`src/rtl/mctc_pkg.sv`:
```
// Package: shared types and constants for the machine-cycle timer/counter.
// Assumes: nothing; pure declarations.
package mctc_pkg;

    // Source of increments for the count register
    typedef enum logic {
        SRC_TIMER   = 1'b0,
        SRC_COUNTER = 1'b1
    } count_src_e;

    // Default geometry
    localparam int unsigned DEF_WIDTH        = 16;
    localparam int unsigned DEF_CLKS_PER_MC  = 12;
    localparam int unsigned DEF_SAMPLE_PHASE = 9;

endpackage

```
`src/rtl/mctc_cycle_gen.sv`:
```
// Module: machine-cycle phase generator.
// Divides clk into machine cycles of CLKS_PER_MC clocks. It raises mc_tick on
// the last phase and sample_stb on SAMPLE_PHASE.
// Assumes: CLKS_PER_MC >= 3 and SAMPLE_PHASE < CLKS_PER_MC - 1, so the sample
// always lands before the end-of-cycle tick.
module mctc_cycle_gen #(
    parameter int unsigned CLKS_PER_MC  = 12,
    parameter int unsigned SAMPLE_PHASE = 9
) (
    input  logic clk,
    input  logic rst_n,
    output logic mc_tick,
    output logic sample_stb
);
    localparam int unsigned PW = (CLKS_PER_MC > 1) ? $clog2(CLKS_PER_MC) : 1;
    localparam logic [PW-1:0] LAST_PH = PW'(CLKS_PER_MC - 1);
    localparam logic [PW-1:0] SMP_PH  = PW'(SAMPLE_PHASE);

    logic [PW-1:0] phase_q;

    // Phase counter: steps 0..CLKS_PER_MC-1 and wraps
    always_ff @(posedge clk) begin
        if (!rst_n)                phase_q <= '0;
        else if (phase_q == LAST_PH) phase_q <= '0;
        else                       phase_q <= phase_q + 1'b1;
    end

    // Strobe decode from the phase
    always_comb begin
        mc_tick    = (phase_q == LAST_PH);
        sample_stb = (phase_q == SMP_PH);
    end
endmodule

```
`src/rtl/mctc_fall_detect.sv`:
```
// Module: external falling-edge detector.
// Synchronises ext_pin through two flops and samples it once per machine cycle
// on sample_stb. It sets edge_evt when the new sample is 0 and the previous one
// was 1. edge_evt stays high until the mc_tick that closes the machine cycle.
// Assumes: sample_stb and mc_tick never coincide.
module mctc_fall_detect (
    input  logic clk,
    input  logic rst_n,
    input  logic ext_pin,
    input  logic sample_stb,
    input  logic mc_tick,
    output logic edge_evt
);
    logic [1:0] sync_q;
    logic       smp_q;

    // Two-flop synchroniser for the asynchronous pin
    always_ff @(posedge clk) begin
        if (!rst_n) sync_q <= 2'b00;
        else        sync_q <= {sync_q[0], ext_pin};
    end

    // Once-per-machine-cycle sample of the synchronised level
    always_ff @(posedge clk) begin
        if (!rst_n)          smp_q <= 1'b0;
        else if (sample_stb) smp_q <= sync_q[1];
    end

    // Edge event: set on a 1-then-0 sample pair, cleared at cycle end
    always_ff @(posedge clk) begin
        if (!rst_n)                                  edge_evt <= 1'b0;
        else if (mc_tick)                            edge_evt <= 1'b0;
        else if (sample_stb && smp_q && !sync_q[1])  edge_evt <= 1'b1;
    end
endmodule

```
`src/rtl/mctc_count_core.sv`:
```
// Module: count register with load and overflow flag.
// A write wins over an increment. An increment from all ones wraps to zero
// and sets ovf. int_ack clears ovf unless an overflow happens in the same clock.
// Assumes: inc is a single-clock request.
module mctc_count_core #(
    parameter int unsigned WIDTH = 16
) (
    input  logic             clk,
    input  logic             rst_n,
    input  logic             wr_en,
    input  logic [WIDTH-1:0] wr_data,
    input  logic             inc,
    input  logic             int_ack,
    output logic [WIDTH-1:0] count,
    output logic             ovf
);
    localparam logic [WIDTH-1:0] ALL_ONES = {WIDTH{1'b1}};

    logic [WIDTH-1:0] count_d;
    logic             wrap;

    // Next count: write, then increment, else hold
    always_comb begin
        wrap    = 1'b0;
        count_d = count;
        if (wr_en) begin
            count_d = wr_data;
        end else if (inc) begin
            count_d = count + 1'b1;
            wrap    = (count == ALL_ONES);
        end
    end

    // Count register
    always_ff @(posedge clk) begin
        if (!rst_n) count <= '0;
        else        count <= count_d;
    end

    // Overflow flag: set on wrap, clear on acknowledge, set wins
    always_ff @(posedge clk) begin
        if (!rst_n)       ovf <= 1'b0;
        else if (wrap)    ovf <= 1'b1;
        else if (int_ack) ovf <= 1'b0;
    end
endmodule

```
`src/rtl/mctc_timer.sv`:
```
// Module: top of the machine-cycle timer/event counter.
// Combines the phase generator, the edge detector and the count core. It
// counts machine cycles or external falling edges, chosen by count_sel, and
// only while run_en is high.
// Assumes: all control inputs except ext_pin are synchronous to clk.
module mctc_timer
    import mctc_pkg::*;
#(
    parameter int unsigned WIDTH        = DEF_WIDTH,
    parameter int unsigned CLKS_PER_MC  = DEF_CLKS_PER_MC,
    parameter int unsigned SAMPLE_PHASE = DEF_SAMPLE_PHASE
) (
    input  logic             clk,
    input  logic             rst_n,
    input  logic             run_en,
    input  logic             count_sel,
    input  logic             ext_pin,
    input  logic             wr_en,
    input  logic [WIDTH-1:0] wr_data,
    input  logic             int_ack,
    output logic [WIDTH-1:0] count_val,
    output logic             ovf_flag,
    output logic             mc_tick
);
    count_src_e src;
    logic       sample_stb;
    logic       edge_evt;
    logic       inc;

    mctc_cycle_gen #(
        .CLKS_PER_MC  (CLKS_PER_MC),
        .SAMPLE_PHASE (SAMPLE_PHASE)
    ) u_cycle (
        .clk        (clk),
        .rst_n      (rst_n),
        .mc_tick    (mc_tick),
        .sample_stb (sample_stb)
    );

    mctc_fall_detect u_fall (
        .clk        (clk),
        .rst_n      (rst_n),
        .ext_pin    (ext_pin),
        .sample_stb (sample_stb),
        .mc_tick    (mc_tick),
        .edge_evt   (edge_evt)
    );

    // Increment request: one per machine cycle, qualified by source and run
    always_comb begin
        src = count_src_e'(count_sel);
        inc = 1'b0;
        if (run_en && mc_tick) begin
            inc = (src == SRC_TIMER) ? 1'b1 : edge_evt;
        end
    end

    mctc_count_core #(
        .WIDTH (WIDTH)
    ) u_core (
        .clk     (clk),
        .rst_n   (rst_n),
        .wr_en   (wr_en),
        .wr_data (wr_data),
        .inc     (inc),
        .int_ack (int_ack),
        .count   (count_val),
        .ovf     (ovf_flag)
    );
endmodule

```
`config.mk`:
```
export PLATFORM = sky130hd
export DESIGN_NAME = mctc_timer
export DESIGN_NICKNAME = d
export VERILOG_FILES = /design/src/rtl/mctc_pkg.sv /design/src/rtl/mctc_cycle_gen.sv /design/src/rtl/mctc_fall_detect.sv /design/src/rtl/mctc_count_core.sv /design/src/rtl/mctc_timer.sv
export SDC_FILE = /design/constraint.sdc
export NUM_CORES = 1
export LEC_CHECK = 0
export BUFFER_PORTS_ARGS = -buffer_cell sky130_fd_sc_hd__buf_4
export CORE_ASPECT_RATIO = 0.75
export CORE_MARGIN = 10
export CORE_UTILIZATION = 31
export DETAILED_ROUTE_END_ITERATION = 8
export HOLD_SLACK_MARGIN = 0.12
export PLACE_DENSITY_LB_ADDON = 0.2
export SLEW_MARGIN = 20
export SYNTH_ARGS = -nofsm -noshare
export SYNTH_HDL_FRONTEND = slang
export SYNTH_SLANG_ARGS = --single-unit
```
`constraint.sdc`:
```
create_clock -name clk -period 3.1 [get_ports clk]
set_input_delay 0.155 -clock clk [delete_from_list [all_inputs] [get_ports clk]]
set_output_delay 0.155 -clock clk [all_outputs]
set_load 0.05 [all_outputs]
```
==> results by group <==
Status
  – Status: finished, final reports clean

Clock tree
  – Clock Path Buffers: 2
  – CTS Buf Count: 3
  – Worst skew pair latency: 0.27 ns
  – H-tree level count: 1
  – CTS clk-pin slew, worst paths: approximately 0.090 ns
  – Root buffer cell: clkbuf_8
  – Post-cts sizing count: 0
  – CTS tree: done
  – Num Clock Sinks: 25

Drt
  – Detail Route Antenna Nets: 0
  – DRT Pass-1 Iters: 4
  – Post-DR wirelength/cell: ~15 um
  – Vias per Instance: between 5 and 6
  – Iteration-0 DRC Markers: 86
  – Via count: roughly 1,200
  – Drt total wl: between 3000 and 4000 um
  – DRC violation count after routing: 0

Die
  – Die height: approximately 76 um
  – Initial Utilization: around 32%
  – IO Pins: 41
  – Chip width: 94.6 um
  – Die ar.: just over 0.007 mm2
  – Core area: ~0.004 mm2
  – Row cnt: 20

GRT
  – GR Overflow Total: 0
  – Gr usage total: around 10%
  – First-pass GRT wire length: ~5900 um
  – Vias in the first global route: 1,225
  – Largest net degree at the start of global routing: 26
  – Initial antenna violation count: 0

Worst hold path
  – HP Class: input pin to register
  – Hold Crit Endpoint: u_core.count[14]
  – Hold wc startpoint: wr_data[14]
  – Worst Hold Depth: 3

Pwr
  – Clock network power share: between 20% and 30%
  – P_int: 0.493 mW
  – VDD IR max: 0.000321 V
  – Leak: roughly 0.70 nW
  – Switching part of the total: a little under a third
  – Pwr dens: 422 mW/mm2
  – Net load switching power: 0.218 mW
  – Gate power share: 21.5%
  – Sequential power share: between 50% and 60%

Yosys
  – Mapped Nets: approximately 170
  – FFs w/ async S/R, synth: 0%
  – Complex-gate fraction of the synthesized area: 20.0%
  – Largest area contributor in the netlist: dfxtp_1
  – Main flop type after synthesis: dfxtp_1
  – Adder-Cell Fraction of Synth Area: 2.90%
  – Main combinational cell family by area after synthesis: simple AND/OR/NAND/NOR gates
  – Cells after Synth: around 150
  – Synth Area in XOR/XNOR: about 4.7%
  – Seq/Total Area, Yosys: around two fifths
  – Count leader, synth: dfxtp_1
  – Simple-gate share of the synthesized area: between 20% and 30%
  – Yosys warning count: 0
  – Post-synthesis mux area share: less than 1%
  – Syn avg cell area: a little under 9 um2
  – Share of the synthesized area in the top cell type: approximately two fifths
  – Synth top cells by count: 25 x dfxtp_1, 12 x o21ai_0, 11 x nand2_1, 8 x nand3_1, 7 x nor2_1
  – Post-synth cell types: 38
  – #FFs+latches synth: 25
  – Area contributors post-synth: dfxtp_1 39%, o21ai_0 4.6%, nand2_1 3.2%, nand3_1 3.1%, a31oi_1 2.9%
  – Cell Area, Synth: around 0.0013 mm2
  – Post-synth EDFFs: 0

Finish
  – Util after Layout: roughly two fifths
  – # diodes: 0
  – Fillers: between 400 and 500
  – Non-Filler Instances: 241
  – Share of cells above drive strength 1: a little over a quarter
  – Total Nets Final: around 210
  – Synth-to-Final Area Change: 30.2%

STA
  – Final setup viols: 0
  – RSZ-0062 raised after global routing: false
  – Min Tclk post-route: ~2.2 ns
  – Worst-margin pin slew: 0.583 ns
  – Hold WS: 0.152 ns
  – Final Cycle Share: slightly above 70%
  – Max Fclk: approximately 440 MHz
  – Setup TNS Final: 0 ns
  – Worst slew margin: between 60% and 70%
  – Final max-slew violation count: 0
  – Fin. Hold Viols: 0
  – Clk_skew: around 0.011 ns

Critical path
  – Reg2Reg Depth: 6
  – R2R Path Start: u_cycle.phase_q[0]
  – Worst R2R Setup Slack: 0.85 ns
  – Crit path required time: 3.30 ns
  – Arr. time, crit path: between 2 and 2.5 ns
  – Max incr delay on CP: approximately 0.77 ns
  – Max FO, Critical Path: 12
  – CP Cell Sequence: ha_1 > nand3b_1 > inv_1 > nand4_1 > or4_2 > a31oi_1
  – Critical path endpoint category: register
  – Crit start category: register
  – Capturing point of the worst reg2reg path: u_core.count[8]
  – Slowest cell on the critical path: or4_2
  – Class of the most critical setup path: register to register
  – Crit path max-delay family: simple AND/OR/NAND/NOR gates
  – Buf/Inv on CP: 1

Placement
  – Dpl hpwl: approximately 2800 um
  – Routability cong.: around 0.79
  – PortBufs: 40
  – Placed cell count: around 240

Job
  – Max Cap Violations: 0
## kinds of logic (layout without fill, tap and decap cells)
group           count (synthesis)  after routing
buf+inv                        13             51
compound gates                 38             38
xor+xnor                        7              7
simple gates                   61             61
mux                             1              1
flops                          25             25
fa+ha+maj                       3              3
## cell usage in the layout (no fill, tap or decap), types with 2 or more instances in the layout
master     n
nand3_1    8
and3_1     2
and2_1     2
nand4_1    5
and4_1     2
buf_4     40
or4_1      5
o21ai_0   12
nor4_1     2
xor2_1     3
o211a_1    3
ha_1       3
nor2_1     7
nand2_1   11
a31oi_1    6
dfxtp_1   25
a32oi_1    2
o31ai_1    5
o311a_1    2
o21a_1     2
nor2b_1    2
a21oi_1    3
xnor2_1    4
inv_1      6
or4_2      2
clkbuf_8   3
nand2b_1   6
## routing by layer
metal / vias to the layer above / track usage, % / routed length (um)
li1: 633 / - / -
met1: 557 / 12.8 / 1790
met2: 29 / 15.1 / 1600
met3: 2 / 3.74 / 211
met4: 0 / 1.94 / 17
met5: - / 0 / 0
## worst min-delay path, delay by kind of cell
kind	cells	cell delay, ns
buf+inv	1	0.08
compound gates	1	0.07
simple gates	1	0.08
## worst max-delay path by stage
| stage | start | endpoint | slack [ns] | cells past startpoint |
|---|---|---|---|---|
| 3_5_place_dp | u_cycle.phase_q[0] | u_core.count[8] | 0.85 | 6 |
| 3_3_place_gp | u_cycle.phase_q[0] | u_core.count[10] | 0.97 | 6 |
| 2_1_floorplan | u_core.count[2] | u_core.count[12] | 0.98 | 5 |
| 4_1_cts | u_cycle.phase_q[0] | u_core.count[10] | 0.83 | 6 |
| 5_1_grt | u_cycle.phase_q[0] | u_core.count[10] | 0.66 | 6 |
| 6_report | u_cycle.phase_q[0] | u_core.count[8] | 0.85 | 6 |
## flip-flops by register name, indices dropped and copies added, names as in the netlist
| register | flops |
|---|---|
| u_core.count | 16 |
| u_fall.sync_q | 2 |
| u_fall.smp_q | 1 |
| u_core.ovf | 1 |
| u_fall.edge_evt | 1 |
| u_cycle.phase_q | 4 |
## what timing repair did
action,CTS,global route
setup buffers,0,0
hold buffers,1,0
hold endpoints to repair,1,0
## stage by stage
step                worst slack [ns]  instance area, um2  total power [mW]
finish                         0.851                1680             0.711
global route                   0.663                1680             0.749
CTS                            0.835                1680             0.721
detailed placement             0.852                1630             0.528
global placement               0.965                1630             0.524
floorplan                      0.977                1290             0.464
## power groups by stage
stage	Combinational [mW]	Clock [mW]	Sequential, mW
2_1_floorplan	0.0448	0	0.419
3_3_place_gp	0.151	0	0.373
3_5_place_dp	0.153	0	0.374
4_1_cts	0.155	0.199	0.367
5_1_grt	0.165	0.213	0.371
6_report	0.153	0.191	0.367
## layout make-up
type                    instances  area (um2)  area share, %
inverters                       6        22.5           1.34
multi-input cells             110         736           43.7
clock buffers                   4        45.0           2.68
repair buffers                 41         310           18.4
well taps                      55        68.8           4.09
flip-flops and latches         25         500           29.7
Note: power is estimated with default switching activity, not from simulation.
